$ cat src/rtl/smb_pkg.sv
package smb_pkg;

    // Byte-level phases of the slave
    typedef enum logic [2:0] {
        ST_IDLE = 3'd0,  // bus free, waiting for START
        ST_ADDR = 3'd1,  // receiving address byte
        ST_OFFS = 3'd2,  // receiving start index
        ST_CNT  = 3'd3,  // receiving byte count
        ST_WDAT = 3'd4,  // receiving data bytes
        ST_TX   = 3'd5,  // sending count / register bytes
        ST_SKIP = 3'd6   // not addressed or finished: wait for START
    } st_e;

    localparam int BYTE_W = 8;

endpackage

$ cat src/rtl/smb_sync.sv
module smb_sync #(
    parameter int WIDTH  = 2,
    parameter int STAGES = 2
) (
    input  logic             clk,
    input  logic             rst_n,
    input  logic [WIDTH-1:0] d_i,
    output logic [WIDTH-1:0] q_o
);

    logic [WIDTH-1:0] stg_q [STAGES];

    for (genvar s = 0; s < STAGES; s++) begin : g_stage
        if (s == 0) begin : g_first
            always_ff @(posedge clk or negedge rst_n) begin
                if (!rst_n) stg_q[s] <= '1;
                else        stg_q[s] <= d_i;
            end
        end else begin : g_next
            always_ff @(posedge clk or negedge rst_n) begin
                if (!rst_n) stg_q[s] <= '1;
                else        stg_q[s] <= stg_q[s-1];
            end
        end
    end

    assign q_o = stg_q[STAGES-1];

endmodule

$ cat src/rtl/smb_cond.sv
module smb_cond (
    input  logic clk,
    input  logic rst_n,
    input  logic scl_s,
    input  logic sda_s,
    output logic scl_rise,
    output logic scl_fall,
    output logic bus_start,
    output logic bus_stop
);

    logic scl_p_q, sda_p_q;

    always_ff @(posedge clk or negedge rst_n) begin
        if (!rst_n) begin
            scl_p_q <= 1'b1;
            sda_p_q <= 1'b1;
        end else begin
            scl_p_q <= scl_s;
            sda_p_q <= sda_s;
        end
    end

    assign scl_rise  =  scl_s & ~scl_p_q;
    assign scl_fall  = ~scl_s &  scl_p_q;
    // SDA moves while SCL is held high on both samples
    assign bus_start = scl_s & scl_p_q &  sda_p_q & ~sda_s;
    assign bus_stop  = scl_s & scl_p_q & ~sda_p_q &  sda_s;

endmodule

$ cat src/rtl/smb_regfile.sv
module smb_regfile #(
    parameter int NUM_REGS = 8,
    parameter int IDX_W    = 3
) (
    input  logic                  clk,
    input  logic                  rst_n,
    input  logic                  we_i,
    input  logic [IDX_W-1:0]      idx_i,
    input  logic [7:0]            wdata_i,
    output logic [7:0]            rdata_o,
    output logic [NUM_REGS*8-1:0] flat_o
);

    logic [7:0] mem_q [NUM_REGS];

    for (genvar r = 0; r < NUM_REGS; r++) begin : g_reg
        always_ff @(posedge clk or negedge rst_n) begin
            if (!rst_n)                            mem_q[r] <= 8'h00;
            else if (we_i && idx_i == IDX_W'(r))   mem_q[r] <= wdata_i;
        end
        assign flat_o[r*8 +: 8] = mem_q[r];
    end

    assign rdata_o = mem_q[idx_i];

endmodule

$ cat src/rtl/smb_regbank.sv
module smb_regbank #(
    parameter int         NUM_REGS    = 8,
    parameter logic [6:0] DEV_ADDR    = 7'b1101110,
    parameter int         SYNC_STAGES = 2
) (
    input  logic                  clk,
    input  logic                  rst_n,
    input  logic                  scl_i,
    input  logic                  sda_i,
    output logic                  sda_pull_o,
    output logic [NUM_REGS*8-1:0] regs_o
);

    import smb_pkg::*;

    localparam int         IDX_W    = $clog2(NUM_REGS);
    localparam logic [7:0] CNT_BYTE = 8'(NUM_REGS);
    localparam logic [3:0] BIT_LAST = 4'(BYTE_W);       // all data bits seen
    localparam logic [3:0] BIT_ACK  = 4'(BYTE_W + 1);   // acknowledge slot

    typedef struct packed {
        st_e              st;
        logic [3:0]       bits;   // bits of current byte clocked so far
        logic [7:0]       sh;     // shift register
        logic [IDX_W-1:0] base;   // last index written by master
        logic [IDX_W-1:0] ptr;    // running register pointer
        logic [7:0]       rem;    // bytes still allowed / still to send
        logic             pull;   // SDA pull-low enable
        logic             mack;   // master acknowledged last sent byte
        logic             lead;   // count byte pending for transmission
    } ctl_t;

    ctl_t cur_q, cur_d;

    logic scl_s, sda_s;
    logic ev_rise, ev_fall, ev_start, ev_stop;
    logic wr_en;
    logic [7:0] rd_byte;

    smb_sync #(.WIDTH(2), .STAGES(SYNC_STAGES)) u_sync (
        .clk   (clk),
        .rst_n (rst_n),
        .d_i   ({scl_i, sda_i}),
        .q_o   ({scl_s, sda_s})
    );

    smb_cond u_cond (
        .clk       (clk),
        .rst_n     (rst_n),
        .scl_s     (scl_s),
        .sda_s     (sda_s),
        .scl_rise  (ev_rise),
        .scl_fall  (ev_fall),
        .bus_start (ev_start),
        .bus_stop  (ev_stop)
    );

    smb_regfile #(.NUM_REGS(NUM_REGS), .IDX_W(IDX_W)) u_rf (
        .clk     (clk),
        .rst_n   (rst_n),
        .we_i    (wr_en),
        .idx_i   (cur_q.ptr),
        .wdata_i (cur_q.sh),
        .rdata_o (rd_byte),
        .flat_o  (regs_o)
    );

    logic rx_state;
    assign rx_state = (cur_q.st == ST_ADDR) || (cur_q.st == ST_OFFS) ||
                      (cur_q.st == ST_CNT)  || (cur_q.st == ST_WDAT);

    always_comb begin
        cur_d = cur_q;
        wr_en = 1'b0;

        if (ev_start) begin
            cur_d.st   = ST_ADDR;
            cur_d.bits = '0;
            cur_d.pull = 1'b0;
            cur_d.lead = 1'b0;
        end else if (ev_stop) begin
            cur_d.st   = ST_IDLE;
            cur_d.bits = '0;
            cur_d.pull = 1'b0;
            cur_d.lead = 1'b0;
        end else if (cur_q.st == ST_TX) begin
            if (ev_rise) begin
                if (cur_q.bits < BIT_LAST) begin
                    cur_d.bits = cur_q.bits + 4'd1;
                end else if (cur_q.bits == BIT_LAST) begin
                    cur_d.mack = ~sda_s;
                    cur_d.bits = BIT_ACK;
                end
            end else if (ev_fall) begin
                if (cur_q.bits >= 4'd1 && cur_q.bits < BIT_LAST) begin
                    cur_d.sh   = {cur_q.sh[6:0], 1'b0};
                    cur_d.pull = ~cur_q.sh[6];
                end else if (cur_q.bits == BIT_LAST) begin
                    cur_d.pull = 1'b0;                  // master's ack slot
                end else if (cur_q.bits == BIT_ACK) begin
                    cur_d.bits = '0;
                    if (cur_q.mack && cur_q.lead) begin
                        cur_d.lead = 1'b0;
                        cur_d.pull = ~cur_q.sh[7];
                    end else if (cur_q.mack && cur_q.rem != 8'd0) begin
                        cur_d.sh   = rd_byte;
                        cur_d.pull = ~rd_byte[7];
                        cur_d.ptr  = cur_q.ptr + IDX_W'(1);
                        cur_d.rem  = cur_q.rem - 8'd1;
                    end else begin
                        cur_d.st   = ST_SKIP;
                        cur_d.pull = 1'b0;
                    end
                end
            end
        end else if (rx_state) begin
            if (ev_rise && cur_q.bits < BIT_LAST) begin
                cur_d.sh   = {cur_q.sh[6:0], sda_s};
                cur_d.bits = cur_q.bits + 4'd1;
            end else if (ev_fall && cur_q.bits == BIT_LAST) begin
                cur_d.bits = BIT_ACK;
                unique case (cur_q.st)
                    ST_ADDR: begin
                        if (cur_q.sh[7:1] != DEV_ADDR) begin
                            cur_d.st = ST_SKIP;
                        end else if (cur_q.sh[0]) begin
                            cur_d.pull = 1'b1;
                            cur_d.st   = ST_TX;
                            cur_d.lead = 1'b1;
                            cur_d.mack = 1'b1;
                            cur_d.sh   = CNT_BYTE;
                            cur_d.ptr  = cur_q.base;
                            cur_d.rem  = CNT_BYTE;
                        end else begin
                            cur_d.pull = 1'b1;
                            cur_d.st   = ST_OFFS;
                        end
                    end
                    ST_OFFS: begin
                        cur_d.pull = 1'b1;
                        cur_d.base = cur_q.sh[IDX_W-1:0];
                        cur_d.ptr  = cur_q.sh[IDX_W-1:0];
                        cur_d.st   = ST_CNT;
                    end
                    ST_CNT: begin
                        if (cur_q.sh == 8'd0) begin
                            cur_d.st = ST_SKIP;
                        end else begin
                            cur_d.pull = 1'b1;
                            cur_d.rem  = cur_q.sh;
                            cur_d.st   = ST_WDAT;
                        end
                    end
                    default: begin                     // ST_WDAT
                        if (cur_q.rem != 8'd0) begin
                            wr_en      = 1'b1;
                            cur_d.pull = 1'b1;
                            cur_d.ptr  = cur_q.ptr + IDX_W'(1);
                            cur_d.rem  = cur_q.rem - 8'd1;
                        end
                    end
                endcase
            end else if (ev_fall && cur_q.bits == BIT_ACK) begin
                cur_d.pull = 1'b0;
                cur_d.bits = '0;
            end
        end
    end

    always_ff @(posedge clk or negedge rst_n) begin
        if (!rst_n) cur_q <= '0;
        else        cur_q <= cur_d;
    end

    assign sda_pull_o = cur_q.pull;

endmodule

$ cat config.mk
export PLATFORM = sky130hd
export DESIGN_NAME = smb_regbank
export DESIGN_NICKNAME = d
export VERILOG_FILES = /design/src/rtl/smb_pkg.sv /design/src/rtl/smb_sync.sv /design/src/rtl/smb_cond.sv /design/src/rtl/smb_regfile.sv /design/src/rtl/smb_regbank.sv
export SDC_FILE = /design/constraint.sdc
export NUM_CORES = 1
export LEC_CHECK = 0
export BUFFER_PORTS_ARGS = -buffer_cell sky130_fd_sc_hd__buf_2
export CORE_MARGIN = 2
export CORE_UTILIZATION = 53
export CTS_CLUSTER_SIZE = 14
export DETAILED_ROUTE_END_ITERATION = 6
export PLACE_DENSITY = 0.76
export REMOVE_ABC_BUFFERS = 1
export SYNTH_ARGS = -nofsm -noshare
export SYNTH_HDL_FRONTEND = slang
export SYNTH_HIERARCHICAL = 1
export SYNTH_SLANG_ARGS = --single-unit
export TNS_END_PERCENT = 50
$ cat constraint.sdc
create_clock -name clk -period 2.7 [get_ports clk]
set_input_delay 0.27 -clock clk [delete_from_list [all_inputs] [get_ports clk]]
set_output_delay 0.27 -clock clk [all_outputs]
set_load 0.005 [all_outputs]
### After elaboration in Yosys (flattened, before gate mapping)

Cells that the tools add are included.

* register bits after elaboration: 102
* bits of input ports: 4

* $add $sub $neg: 3
* magnitude comparators: 3
* eq/ne operators: 55
* muxes and demuxes: 88
* bitwise gates (word level): 19
* reduce and logical (&&, ||, !) cells: 46

Operators by type and width (count)
* 2-to-1 mux 12 bit: 8
* 2-to-1 mux 8 bit: 9
* 2-to-1 mux 15 bit: 4
* 2-to-1 mux 14 bit: 4
* 2-to-1 mux 11 bit: 5
* 2-to-1 mux 32 bit: 1
* != test 4 bit (second input constant): 8
* 2-to-1 mux 1 bit: 27
* 2-to-1 mux 9 bit: 3
* != test 5 bit (second input constant): 5
* binary-select mux 8 bit (select 3 bit): 1
* 2-to-1 mux 3 bit: 8
* case mux 8 bit (3 select lines): 1
* AND reduction 12 bit: 2
* 2-to-1 mux 22 bit: 1
* AND reduction 11 bit: 2
* 2-to-1 mux 7 bit: 3
* 2-to-1 mux 4 bit: 5
* equality test 3 bit (second input constant): 6
* case mux 3 bit (3 select lines): 2
* 2-to-1 mux 17 bit: 1
* AND reduction 17 bit: 1
* != test 2 bit (second input constant): 8
* AND reduction 16 bit: 1
* other kinds (40): 98

### Logic depth before layout (Yosys ltp)

Gate-level depths: netlist of run 1.

* depth after elaboration: 15
* mapped depth: 12

### By module

The synthesis of run 1 kept the hierarchy.

By module, submodules not included
* smb_regfile: times used 1, cells each 204, area each 3083.0 um2, sequential area each 1601.5 um2
* smb_regbank: times used 1, cells each 290, area each 2636.3 um2, sequential area each 800.8 um2
* smb_sync: times used 1, cells each 6, area each 120.1 um2, sequential area each 105.1 um2
* smb_cond: times used 1, cells each 6, area each 85.1 um2, sequential area each 52.6 um2

### Least setup slack after synthesis of run 1

Ideal clock, no wire load.

* path type: register to register
* from: register u_sync.stg_q (netlist bit u_sync/q_o[0])
* to: register u_rf.mem_q (netlist bit u_rf/flat_o[40])
* library setup time: 125 ps
* arrival time: 2851 ps
* data required time: 2575 ps
* path slack: -276 ps
* stages on the path, launching flop included: 13
* buffers on the path: 5
* period minus slack after synthesis: 2976 ps
* path through: dfstp_2 > buf_4 > and4b_1 > or2_0 > clkbuf_1 > clkbuf_1 > or4_1 > nor2_1 > buf_2 > nand2b_4 > or2_1 > buf_6 > mux2_4

* longest elaborated chain between the ends: 4

RTL lines
* start: declaration: RTL line smb_sync.sv:11 `logic [WIDTH-1:0] stg_q [STAGES];`
* start signal: indexed assignment: RTL line smb_sync.sv:22 `else stg_q[s] <= stg_q[s-1];`
* NOT 1 bit: RTL line smb_cond.sv:27 `assign bus_start = scl_s & scl_p_q & sda_p_q & ~sda_s;`
* bitwise AND 1 bit: RTL line smb_cond.sv:27
* via ev_start: RTL line smb_regbank.sv:36 `logic ev_rise, ev_fall, ev_start, ev_stop;`
* 2-to-1 mux 1 bit: RTL line smb_regbank.sv:76 `if (ev_start) begin`
* via wr_en: RTL line smb_regbank.sv:37 `logic wr_en;`
* logical AND 1 bit: RTL line smb_regfile.sv:19 `else if (we_i && idx_i == IDX_W'(r)) mem_q[r] <= wdata_i;`
* end signal: indexed assignment: RTL line smb_regfile.sv:19
* end: declaration: RTL line smb_regfile.sv:14 `logic [7:0] mem_q [NUM_REGS];`

The timed path passes the listed nets, and every way through them passes these cells.
A chain may end at the register's enable or synchronous reset.

### Worst setup path in the final report of run 1

* from: register u_sync.stg_q (netlist bit u_sync/q_o[0])
* to: register u_rf.mem_q (netlist bit u_rf/flat_o[35])

The elaborated chain is that of the path after synthesis.

==> results.sh, run 1 <==
export IMPL_synth_top_area_share_pct=40.55
export IMPL_r2r_cells=10
export IMPL_grt_max_degree=48
export IMPL_port_buffers=68
export IMPL_rsz0062_at_grt="yes"
export IMPL_fp_dieH_um=109.7
export IMPL_ys_seq_area_share_pct=43.21
export IMPL_ys_flop_type="dfrtp_1"
export IMPL_die_w_um=109.7
export IMPL_p_leak_nw=3.334
export IMPL_hold_path_depth=0
export IMPL_maxSlewViolCount=0
export IMPL_crit_path_top_delay_cell="dfstp_2"
export IMPL_cpPeakStageDelay_ns=0.56
export IMPL_ctsHtreeMaxLevel=3
export IMPL_powerDensity_nw_per_um2=832.2
export IMPL_dp_hpwl_mm=11.61
export IMPL_cts_path_max_buffers=2
export IMPL_cts_tree="done"
export IMPL_ys_types=82
export IMPL_setup_ws_ns=-0.03472
export IMPL_clock_sinks=102
export IMPL_gp_routability_congestion=0.9478
export IMPL_total_power_w=0.005780
export IMPL_crit_path_cell_trace="and4b_1 > or2_0 > or4_1 > nor2_2 > buf_6 > nand2b_4 > buf_6 > nor2_4 > buf_4 > mux2_4"
export IMPL_crit_path_start_kind="flop"
export IMPL_avgRoutedWirePerCell_um=21.46
export IMPL_min_period_ns=2.735
export IMPL_syn_area_per_cell_um2=11.71
export IMPL_fmax_mhz=365.7
export IMPL_violations="setup timing"
export IMPL_yosys_area_top_type="dfrtp_1"
export IMPL_gr_usage_all_layers_pct=27.89
export IMPL_worst_r2r_startpoint="u_sync/q_o[0]"
export IMPL_first_pass_iters=5
export IMPL_wirelength_mm=16.09
export IMPL_vias_per_cell=6.264
export IMPL_path_class="flop to flop"
export IMPL_synth_cells=506
export IMPL_grt_pass1_wl_mm=25.39
export IMPL_die_area_um2=12040
export IMPL_drc=0
export IMPL_num_antenna_cells=0
export IMPL_antenna_found_initial=0
export IMPL_globalRouteOverflowTotal=0
export IMPL_fin_crit_sh_pct=101.3
export IMPL_critPathCaptureType="flop"
export IMPL_rr_endpoint="u_rf/flat_o[35]"
export IMPL_ys_ff_latch=102
export IMPL_grt_pass1_vias=4788
export IMPL_vias=4698
export IMPL_synthArstFlopShare_pct=100.0
export IMPL_rows=38
export IMPL_hold_path_class="flop to flop"
export IMPL_nets=616
export IMPL_ios=69
export IMPL_clock_latency_ns=0.37
export IMPL_tightest_slew_ns=0.6731
export IMPL_hold_violations=0
export IMPL_netlist_area_um2=5924
export IMPL_ir_drop_mv=0.4925
export IMPL_slew_headroom_pct=55.12
export IMPL_worstPathRequired_ns=2.95
export IMPL_cts_root_buf="clkbuf_8"
export IMPL_postRouteAntennaNets=0
export IMPL_holdWs_ns=0.3600
export IMPL_synthTopCellsByArea="dfrtp_1 (41%), mux2_2 (13%), mux2_4 (3.8%)"
export IMPL_clk_pin_slew_ns=0.10
export IMPL_crit_top_cell="buf_6"
export IMPL_status="complete, but fails checks"
export IMPL_coreArea_um2=10890
export IMPL_start_util_pct=54.41
export IMPL_yosys_warnings=6
export IMPL_hold_end="u_sync/q_o[1]"
export IMPL_synth_edff_count=0
export IMPL_path_max_fanout=5
export IMPL_areaGrowthSynthToFinish_pct=17.23
export IMPL_cts_buffers=9
export IMPL_fillCellCount=834
export IMPL_drt_iter0_markers=387
export IMPL_setup_viol_count_final=5
export IMPL_skew_ns=0.006344
export IMPL_drv_cap=0
export IMPL_final_layout_size_suffix_gt1_share_pct=42.46
export IMPL_ff2ff_setup_slack_ns=-0.03
export IMPL_critPathArrivalTime_ns=2.99
export IMPL_hold_start="u_sync/stg_q[3]"
==> flip-flops by register name, summed over array words and instances (netlist names) <==
register / cells
u_rf/flat_o: 64
cur_q: 31
u_sync/stg_q: 2
u_cond/scl_p_q: 1
u_sync/q_o: 2
u_cond/sda_p_q: 1
sda_pull_o: 1
==> cell usage in the layout, fill, tap and decap left out, types with 3 or more instances in the layout <==
| cell type | Yosys | layout |
|---|---|---|
| o21ai_1 | 8 | 8 |
| nand3_1 | 7 | 7 |
| nor3_1 | 14 | 14 |
| and2_1 | 3 | 3 |
| a32oi_1 | 4 | 4 |
| nor2_2 | 2 | 3 |
| inv_1 | 15 | 15 |
| nor2b_1 | 5 | 4 |
| mux2_2 | 71 | 65 |
| nand3_4 | 2 | 3 |
| a21oi_1 | 20 | 20 |
| mux2_4 | 15 | 21 |
| a22o_1 | 6 | 6 |
| dlygate4sd3_1 | 0 | 3 |
| mux4_2 | 4 | 4 |
| mux2i_1 | 14 | 14 |
| buf_2 | 10 | 67 |
| buf_4 | 8 | 45 |
| and4b_1 | 4 | 4 |
| ha_1 | 7 | 7 |
| dfstp_2 | 6 | 6 |
| a21o_1 | 5 | 5 |
| o22ai_1 | 8 | 8 |
| a221oi_1 | 6 | 6 |
| a211oi_1 | 6 | 6 |
| a31oi_1 | 3 | 3 |
| clkbuf_8 | 0 | 10 |
| o22a_1 | 3 | 3 |
| bufinv_16 | 0 | 3 |
| o32ai_1 | 5 | 5 |
| o31ai_1 | 5 | 5 |
| nand4_1 | 4 | 4 |
| dfrtp_1 | 96 | 96 |
| nor3b_1 | 5 | 5 |
| nand2b_1 | 7 | 7 |
| nand2_1 | 19 | 18 |
| nor2_1 | 23 | 22 |
| o21ai_0 | 15 | 15 |
==> report_power, final <==
part           internal [W]  switching [W]  total [W]
clock network      0.000648       0.000550    0.00120
registers           0.00168       0.000243    0.00192
logic               0.00108        0.00158    0.00266
==> worst max-delay path, delay by kind of cell (launching register included) <==
kind / cells / cell delay [ns]
AND/OR/NAND/NOR: 6 / 1.33
flip-flops: 1 / 0.56
buffers and inverters: 3 / 0.43
multiplexers: 1 / 0.29
==> cells in the mapped netlist, types with 5 or more instances <==
cell type and number:
clkbuf_1 5, nand3_1 7, o21ai_1 8, a21oi_1 20, mux2i_1 14, a21o_1 5, a211oi_1 6, nor2_1 23
nor3_1 14, nor2b_1 5, dfrtp_1 96, o22ai_1 8, nand2b_1 7, mux2_4 15, mux2_2 71, dfstp_2 6
o21ai_0 15, nor3b_1 5, nand2_1 19, buf_4 8, o31ai_1 5, a22o_1 6, o32ai_1 5, inv_1 15
buf_2 10, ha_1 7, a221oi_1 6, buf_6 8
==> layer usage <==
metal  part of all wire [%]  GRT usage (%)  vias to the layer above  wire length, µm
li1                       -              -                     2127                -
met1                     42          36.29                     2342             6776
met2                     49          46.08                      186             7822
met3                    5.7          4.683                       43              914
met4                    3.6          11.84                        0              580
met5                      0              0                        -                0
==> cell families after synthesis <==
logic type      count (synthesis)  synth area share, %
mux                           105                21.37
flops                         102                43.21
compound gates                123                15.80
buf+inv                        46                4.646
fa+ha+maj                       7                1.478
simple gates                  123                13.50
==> through the flow <==
| stage | cell area (µm²) | std cells | utilization (%) | setup TNS (ns) | setup WS (ns) |
|---|---|---|---|---|---|
| 2_1_floorplan | 5705 | 475 | - | -14.02 | -0.4008 |
| 3_3_place_gp | 6559 | 726 | 60.24 | 0 | 0.01640 |
| 3_5_place_dp | 6559 | 726 | 60.24 | 0 | 0.003247 |
| 4_1_cts | 6849 | 746 | 62.91 | -0.002083 | -0.001255 |
| 5_1_grt | 6945 | 750 | 63.79 | -1.804 | -0.1259 |
| 6_report | 6945 | 750 | 63.79 | -0.1024 | -0.03472 |
==> layout make-up <==
class | count | area [µm²] | share of cell area [%]
tap | 140 | 175.2 | 2.522
clock buffer | 10 | 137.6 | 1.982
sequential | 102 | 2560 | 36.86
clock inverter | 6 | 115.1 | 1.657
timing repair buffer | 119 | 765.7 | 11.03
inverter | 15 | 56.30 | 0.8107
multi-input combinational | 358 | 3136 | 45.15
==> worst max path at each step <==
stage,from,to,cells after the start
after floorplan,u_sync/q_o[0],u_rf/flat_o[43],7
after global placement,u_sync/q_o[0],u_rf/flat_o[44],8
after detailed placement,u_sync/q_o[0],u_rf/flat_o[45],8
after CTS,u_sync/q_o[0],u_rf/flat_o[34],9
after global routing,u_sync/q_o[0],u_rf/flat_o[36],10
final,u_sync/q_o[0],u_rf/flat_o[35],10
==> timing repair <==
action,CTS,global route
pin swaps,0,4
setup buffers,1,4
gates resized for setup,0,14
hold endpoints to repair,43,0
hold buffers,3,0
endpoints found under the setup margin,14,29
Note: power is estimated with default switching activity, not from simulation.
==> inputs of run 2 (changes only) <==
Settings changed: CORE_UTILIZATION 53 to 29, PLACE_DENSITY 0.76 to not set.
==> run 2 against run 1 <==
Against the previous run: sequential share of layout area fell by 1.2 points; highest routed layer unchanged; combinational power is 2% lower; utilization decreased by 28 points; global-route usage is 12 points lower; the flow now finishes without violations.
==> results.sh, run 2 (synthesis results as in run 1) <==
export IMPL_status="completed"
export IMPL_ctsHtreeMaxLevel=3
export IMPL_min_period_ns=2.585
export IMPL_fin_tns_setup_ns=0
export IMPL_die_w_um=146.9
export IMPL_p_clk_share_pct=25.2
export IMPL_largest_reg_flops=64
export IMPL_layout_commonest_cell="dfrtp_1"
export IMPL_p_int_w=0.003663
export IMPL_comb_power_share_pct=43.0
export IMPL_drv_cap=0
export IMPL_powerDensity_nw_per_um2=842.7
export IMPL_post_place_ws_ns=0.01117
export IMPL_hold_end="u_sync/stg_q[2]"
export IMPL_postRouteAntennaNets=0
export IMPL_gr_usage_all_layers_pct=16.07
export IMPL_tightest_slew_ns=0.9393
export IMPL_cts_tree="done"
export IMPL_wirelength_mm=16.77
export IMPL_grt_max_degree=71
export IMPL_grt_pass1_vias=4717
export IMPL_antenna_found_initial=0
export IMPL_die_area_um2=21590
export IMPL_grt_pass1_wl_mm=27.19
export IMPL_hold_start="sda_i"
export IMPL_avgRoutedWirePerCell_um=19.10
export IMPL_mostFrequentLayoutCells="dfrtp_1 (96), buf_2 (67), mux2_2 (63)"
export IMPL_final_layout_size_suffix_gt1_share_pct=42.60
export IMPL_critPathArrivalTime_ns=2.82
export IMPL_cts_buffers=9
export IMPL_power_frac_seq_pct=31.8
export IMPL_rsz0062_at_grt="no"
export IMPL_port_buffers=68
export IMPL_ff2ff_setup_slack_ns=0.11
export IMPL_maxSlewViolCount=0
export IMPL_rr_endpoint="u_rf/flat_o[2]"
export IMPL_worst_r2r_startpoint="u_cond/scl_p_q"
export IMPL_clock_sinks=102
export IMPL_slew_headroom_pct=37.38
export IMPL_switchingPower_w=0.002392
export IMPL_r2r_cells=8
export IMPL_path_max_fanout=8
export IMPL_crit_path_start_kind="flop"
export IMPL_p_leak_nw=3.368
export IMPL_ios=69
export IMPL_start_util_pct=29.37
export IMPL_vias_per_cell=5.175
export IMPL_areaGrowthSynthToFinish_pct=21.29
export IMPL_nets=615
export IMPL_critPathCaptureType="flop"
export IMPL_worstPathRequired_ns=2.94
export IMPL_num_antenna_cells=0
export IMPL_coreArea_um2=20170
export IMPL_setup_ws_ns=0.1148
export IMPL_fmax_mhz=386.8
export IMPL_dp_hpwl_mm=12.11
export IMPL_hold_path_class="input port to flop"
export IMPL_drc=0
export IMPL_skew_ns=0.007370
export IMPL_clk_pin_slew_ns=0.07
export IMPL_p_sw_share_pct=39.51
export IMPL_cts_root_buf="clkbuf_16"
export IMPL_path_class="flop to flop"
export IMPL_hold_violations=0
export IMPL_ir_drop_mv=0.3597
export IMPL_fin_crit_sh_pct=95.75
export IMPL_globalRouteOverflowTotal=0
export IMPL_fp_dieH_um=146.9
export IMPL_first_pass_iters=5
export IMPL_hold_path_depth=1
export IMPL_drt_iter0_markers=308
export IMPL_cts_path_max_buffers=2
export IMPL_setup_viol_count_final=0
export IMPL_vias=4544
export IMPL_gp_routability_congestion=0.8888
export IMPL_clock_latency_ns=0.36
export IMPL_rows=52
[run 2: changes by cell type in the layout (fill, tap and decap cells not counted), sizes merged]
cell	previous run	this run
buf	116	117
dlygate4sd3	3	1
inv	17	16
[run 2: worst max-delay path: stages, from the launching register on]
cell      delay, ns
dfstp_2        0.55
nor2b_2        0.17
nand4b_1       0.19
or4_4          0.54
nor2_4         0.19
nand2b_4       0.10
buf_4          0.16
nor2_8         0.23
mux2_4         0.33
[run 2: layer usage]
| layer | routed length [µm] | global-route usage (%) | part of all wire, % |
|---|---|---|---|
| met1 | 7986 | 22.15 | 48 |
| met2 | 8061 | 26.53 | 48 |
| met3 | 476 | 2.329 | 2.8 |
| met4 | 248 | 4.423 | 1.5 |
| met5 | 0 | 0 | 0 |
[run 2: final cells by class]
class                           count  area, µm²
Multi-Input combinational cell    358       3141
Timing Repair Buffer              118      745.7
Tap cell                          270      337.8
Sequential cell                   102       2560
Fill cell                        2075      12980
Clock inverter                      5      106.4
Clock buffer                       10      239.0
Inverter                           15      56.30
[run 2: what timing repair did]
action	4_1_cts	5_1_grt
hold buffers	0	1
resized for setup	1	14
hold endpoints to repair	0	1
setup endpoints to repair	16	56
setup buffers	0	1
pin swaps	0	4
[run 2: metrics by stage]
stage	utilization [%]	cell area, µm²	power (W)	hold slack, ns	std cells
detailed placement	33.61	6779	0.004500	0.3475	862
floorplan	-	5705	0.003575	-0.02559	475
finish	35.63	7186	0.006055	0.01546	878
global placement	33.61	6779	0.004501	0.3476	862
CTS	35.34	7127	0.006044	0.002823	877
global route	35.63	7186	0.006435	0.002071	878
[run 2: worst max path at each step]
stage / cells past startpoint / end / slack (ns) / from
finish: 8 / u_rf/flat_o[2] / 0.11 / u_cond/scl_p_q
detailed placement: 9 / u_rf/flat_o[10] / 0.01 / u_sync/q_o[0]
global placement: 9 / u_rf/flat_o[9] / 0.03 / u_sync/q_o[0]
floorplan: 7 / u_rf/flat_o[43] / -0.40 / u_sync/q_o[0]
CTS: 9 / u_rf/flat_o[10] / -0.0005 / u_sync/q_o[0]
global route: 9 / u_rf/flat_o[2] / 0.02 / cur_q[26]
[run 2: power by group through the flow]
stage | Clock (W) | Sequential, W | Combinational (W)
after floorplan | 0 | 0.00199 | 0.00158
after global placement | 0 | 0.00195 | 0.00255
after detailed placement | 0 | 0.00195 | 0.00255
after CTS | 0.00156 | 0.00192 | 0.00256
after global routing | 0.00164 | 0.00195 | 0.00285
final | 0.00153 | 0.00192 | 0.00260
==> inputs of run 3 (changes only) <==
Settings changed: REMOVE_ABC_BUFFERS 1 to not set.
==> run 3 against run 2 <==
Against the previous run: sequential cell count is the same; combinational power about the same; hold slack better by 0.0042 ns; clock skew grew 0.0027 ns; critical endpoint is now u_rf/flat_o[52].
==> results.sh, run 3 (synthesis results as in run 1) <==
export IMPL_status="completed"
export IMPL_slew_headroom_pct=65.14
export IMPL_post_cts_repair_setup_buffers=0
export IMPL_start_util_pct=29.37
export IMPL_path_max_fanout=8
export IMPL_stdcell_area_um2=7098
export IMPL_crit_path_start_kind="flop"
export IMPL_worstPathRequired_ns=2.94
export IMPL_drv_cap=0
export IMPL_multiInputGateArea_um2=3100
export IMPL_critPathCaptureType="flop"
export IMPL_drc=0
export IMPL_wirelength_mm=16.50
export IMPL_clock_sinks=102
export IMPL_worst_r2r_startpoint="u_sync/q_o[0]"
export IMPL_postRouteAntennaNets=0
export IMPL_rsz0062_at_grt="no"
export IMPL_seq_area_um2=2560
export IMPL_p_int_w=0.003658
export IMPL_cpPeakStageDelay_ns=0.56
export IMPL_rows=52
export IMPL_mostFrequentLayoutCells="dfrtp_1 (96), mux2_2 (71), buf_2 (67)"
export IMPL_cts_buffers=9
export IMPL_comb_power_share_pct=43.4
export IMPL_areaGrowthSynthToFinish_pct=19.81
export IMPL_first_pass_iters=5
export IMPL_total_power_w=0.006030
export IMPL_vias_per_cell=5.250
export IMPL_cts_root_buf="clkbuf_16"
export IMPL_nets=609
export IMPL_critPathArrivalTime_ns=2.82
export IMPL_clk_pin_slew_ns=0.07
export IMPL_path_class="flop to flop"
export IMPL_switchingPower_w=0.002372
export IMPL_wl_met1_mm=7.611
export IMPL_hold_start="scl_i"
export IMPL_drt_iter0_markers=453
export IMPL_crit_path_top_delay_cell="dfstp_2"
export IMPL_globalRouteOverflowTotal=0
export IMPL_p_leak_nw=3.335
export IMPL_postPlaceCellArea_um2=6734
export IMPL_maxSlewViolCount=0
export IMPL_gp_routability_congestion=0.8863
export IMPL_grt_pass1_wl_mm=26.69
export IMPL_r2r_cells=8
export IMPL_fin_crit_sh_pct=95.69
export IMPL_ff2ff_setup_slack_ns=0.12
export IMPL_coreArea_um2=20170
export IMPL_dp_hpwl_mm=12.00
export IMPL_fp_dieH_um=146.9
export IMPL_ir_drop_mv=0.3744
export IMPL_setup_viol_count_final=0
export IMPL_fmax_mhz=387.1
export IMPL_maxUsedRoutingLayer="met4"
export IMPL_syn_nets=517
export IMPL_fillCellCount=2010
export IMPL_min_period_ns=2.584
export IMPL_dr_wl_met2_mm=7.571
export IMPL_avgRoutedWirePerCell_um=18.93
export IMPL_wl_met3_um=876
export IMPL_die_w_um=146.9
export IMPL_antenna_found_initial=0
export IMPL_p_clk_share_pct=25.1
export IMPL_gr_usage_all_layers_pct=15.74
export IMPL_p_sw_share_pct=39.34
export IMPL_hold_violations=0
export IMPL_grt_max_degree=73
export IMPL_power_frac_seq_pct=31.5
export IMPL_layout_commonest_cell="dfrtp_1"
export IMPL_final_layout_size_suffix_gt1_share_pct=41.53
export IMPL_powerDensity_nw_per_um2=849.6
export IMPL_port_buffers=68
export IMPL_hold_path_class="input port to flop"
export IMPL_vias=4578
export IMPL_holdWs_ns=0.01968
export IMPL_tightest_slew_ns=0.5229
export IMPL_cts_tree="done"
export IMPL_ios=69
export IMPL_clock_latency_ns=0.35
export IMPL_num_antenna_cells=0
export IMPL_largest_reg_flops=64
export IMPL_grt_pass1_vias=4673
export IMPL_skew_ns=0.01008
export IMPL_die_area_um2=21590
export IMPL_ctsHtreeMaxLevel=3
export IMPL_hold_path_depth=1
export IMPL_crit_top_cell="buf_4"
export IMPL_startpoint="u_sync/q_o[0]"
export IMPL_cts_path_max_buffers=2
export IMPL_crit_path_cell_trace="and4b_1 > or2_0 > or4_1 > nor2_1 > buf_4 > buf_4 > nand3_2 > mux2_2"
run 3: cell count changes in the layout (fill, tap and decap cells not counted), moves of 2 or more:
cell    previous run  this run
mux2_4            23        15
nor2_4             3         1
mux2_2            63        71
buf_4             48        42
run 3: stage by stage:
step	instances	utilization, %	setup WS (ns)	setup TNS (ns)
floorplan	506	-	-0.1348	-1.789
global placement	856	33.39	0.03807	0
detailed placement	856	33.39	-0.0008296	-0.0008296
CTS	872	35.14	0.01417	0
global route	872	35.19	0.02950	0
finish	872	35.19	0.1165	0
run 3: what timing repair did:
action	CTS	global route
setup endpoints to repair	8	14
hold endpoints to repair	30	0
resized for setup	1	2
hold buffers	1	0
run 3: path summary, 6_finish.rpt:
check	endpoint
worst max-delay path	u_rf/flat_o[52]
max in group asynchronous	u_sync/q_o[1]
worst min-delay path	u_sync/stg_q[3]
worst max register to register	u_rf/flat_o[52]
worst min register to register	u_sync/q_o[1]
min in group asynchronous	u_rf/flat_o[20]
run 3: layout make-up:
cell class | count | share of cell area, %
flip-flops and latches | 102 | 36.07
clock inverters | 6 | 1.657
well taps | 270 | 4.759
clock buffers | 9 | 3.173
inverters | 15 | 0.7932
repair buffers | 112 | 9.871
multi-input cells | 358 | 43.68
run 3: routing by layer:
layer | vias up | GRT usage [%]
met5 | - | 0
met4 | 0 | 6.490
met3 | 32 | 2.484
met2 | 162 | 24.65
met1 | 2280 | 21.82
li1 | 2104 | -
run 3: critical path: cells and delay by family (launching register included):
| kind | cells | cell delay [ns] |
|---|---|---|
| DFF | 1 | 0.56 |
| and+or+nand+nor | 5 | 1.24 |
| buffers and inverters | 2 | 0.30 |
| muxes | 1 | 0.37 |
run 3: power by group through the flow:
stage          Sequential (W)  Clock [W]  Combinational [W]
2_1_floorplan         0.00186          0            0.00188
3_3_place_gp          0.00193          0            0.00259
3_5_place_dp          0.00193          0            0.00258
4_1_cts               0.00190    0.00153            0.00259
5_1_grt               0.00193    0.00161            0.00285
6_report              0.00190    0.00151            0.00262
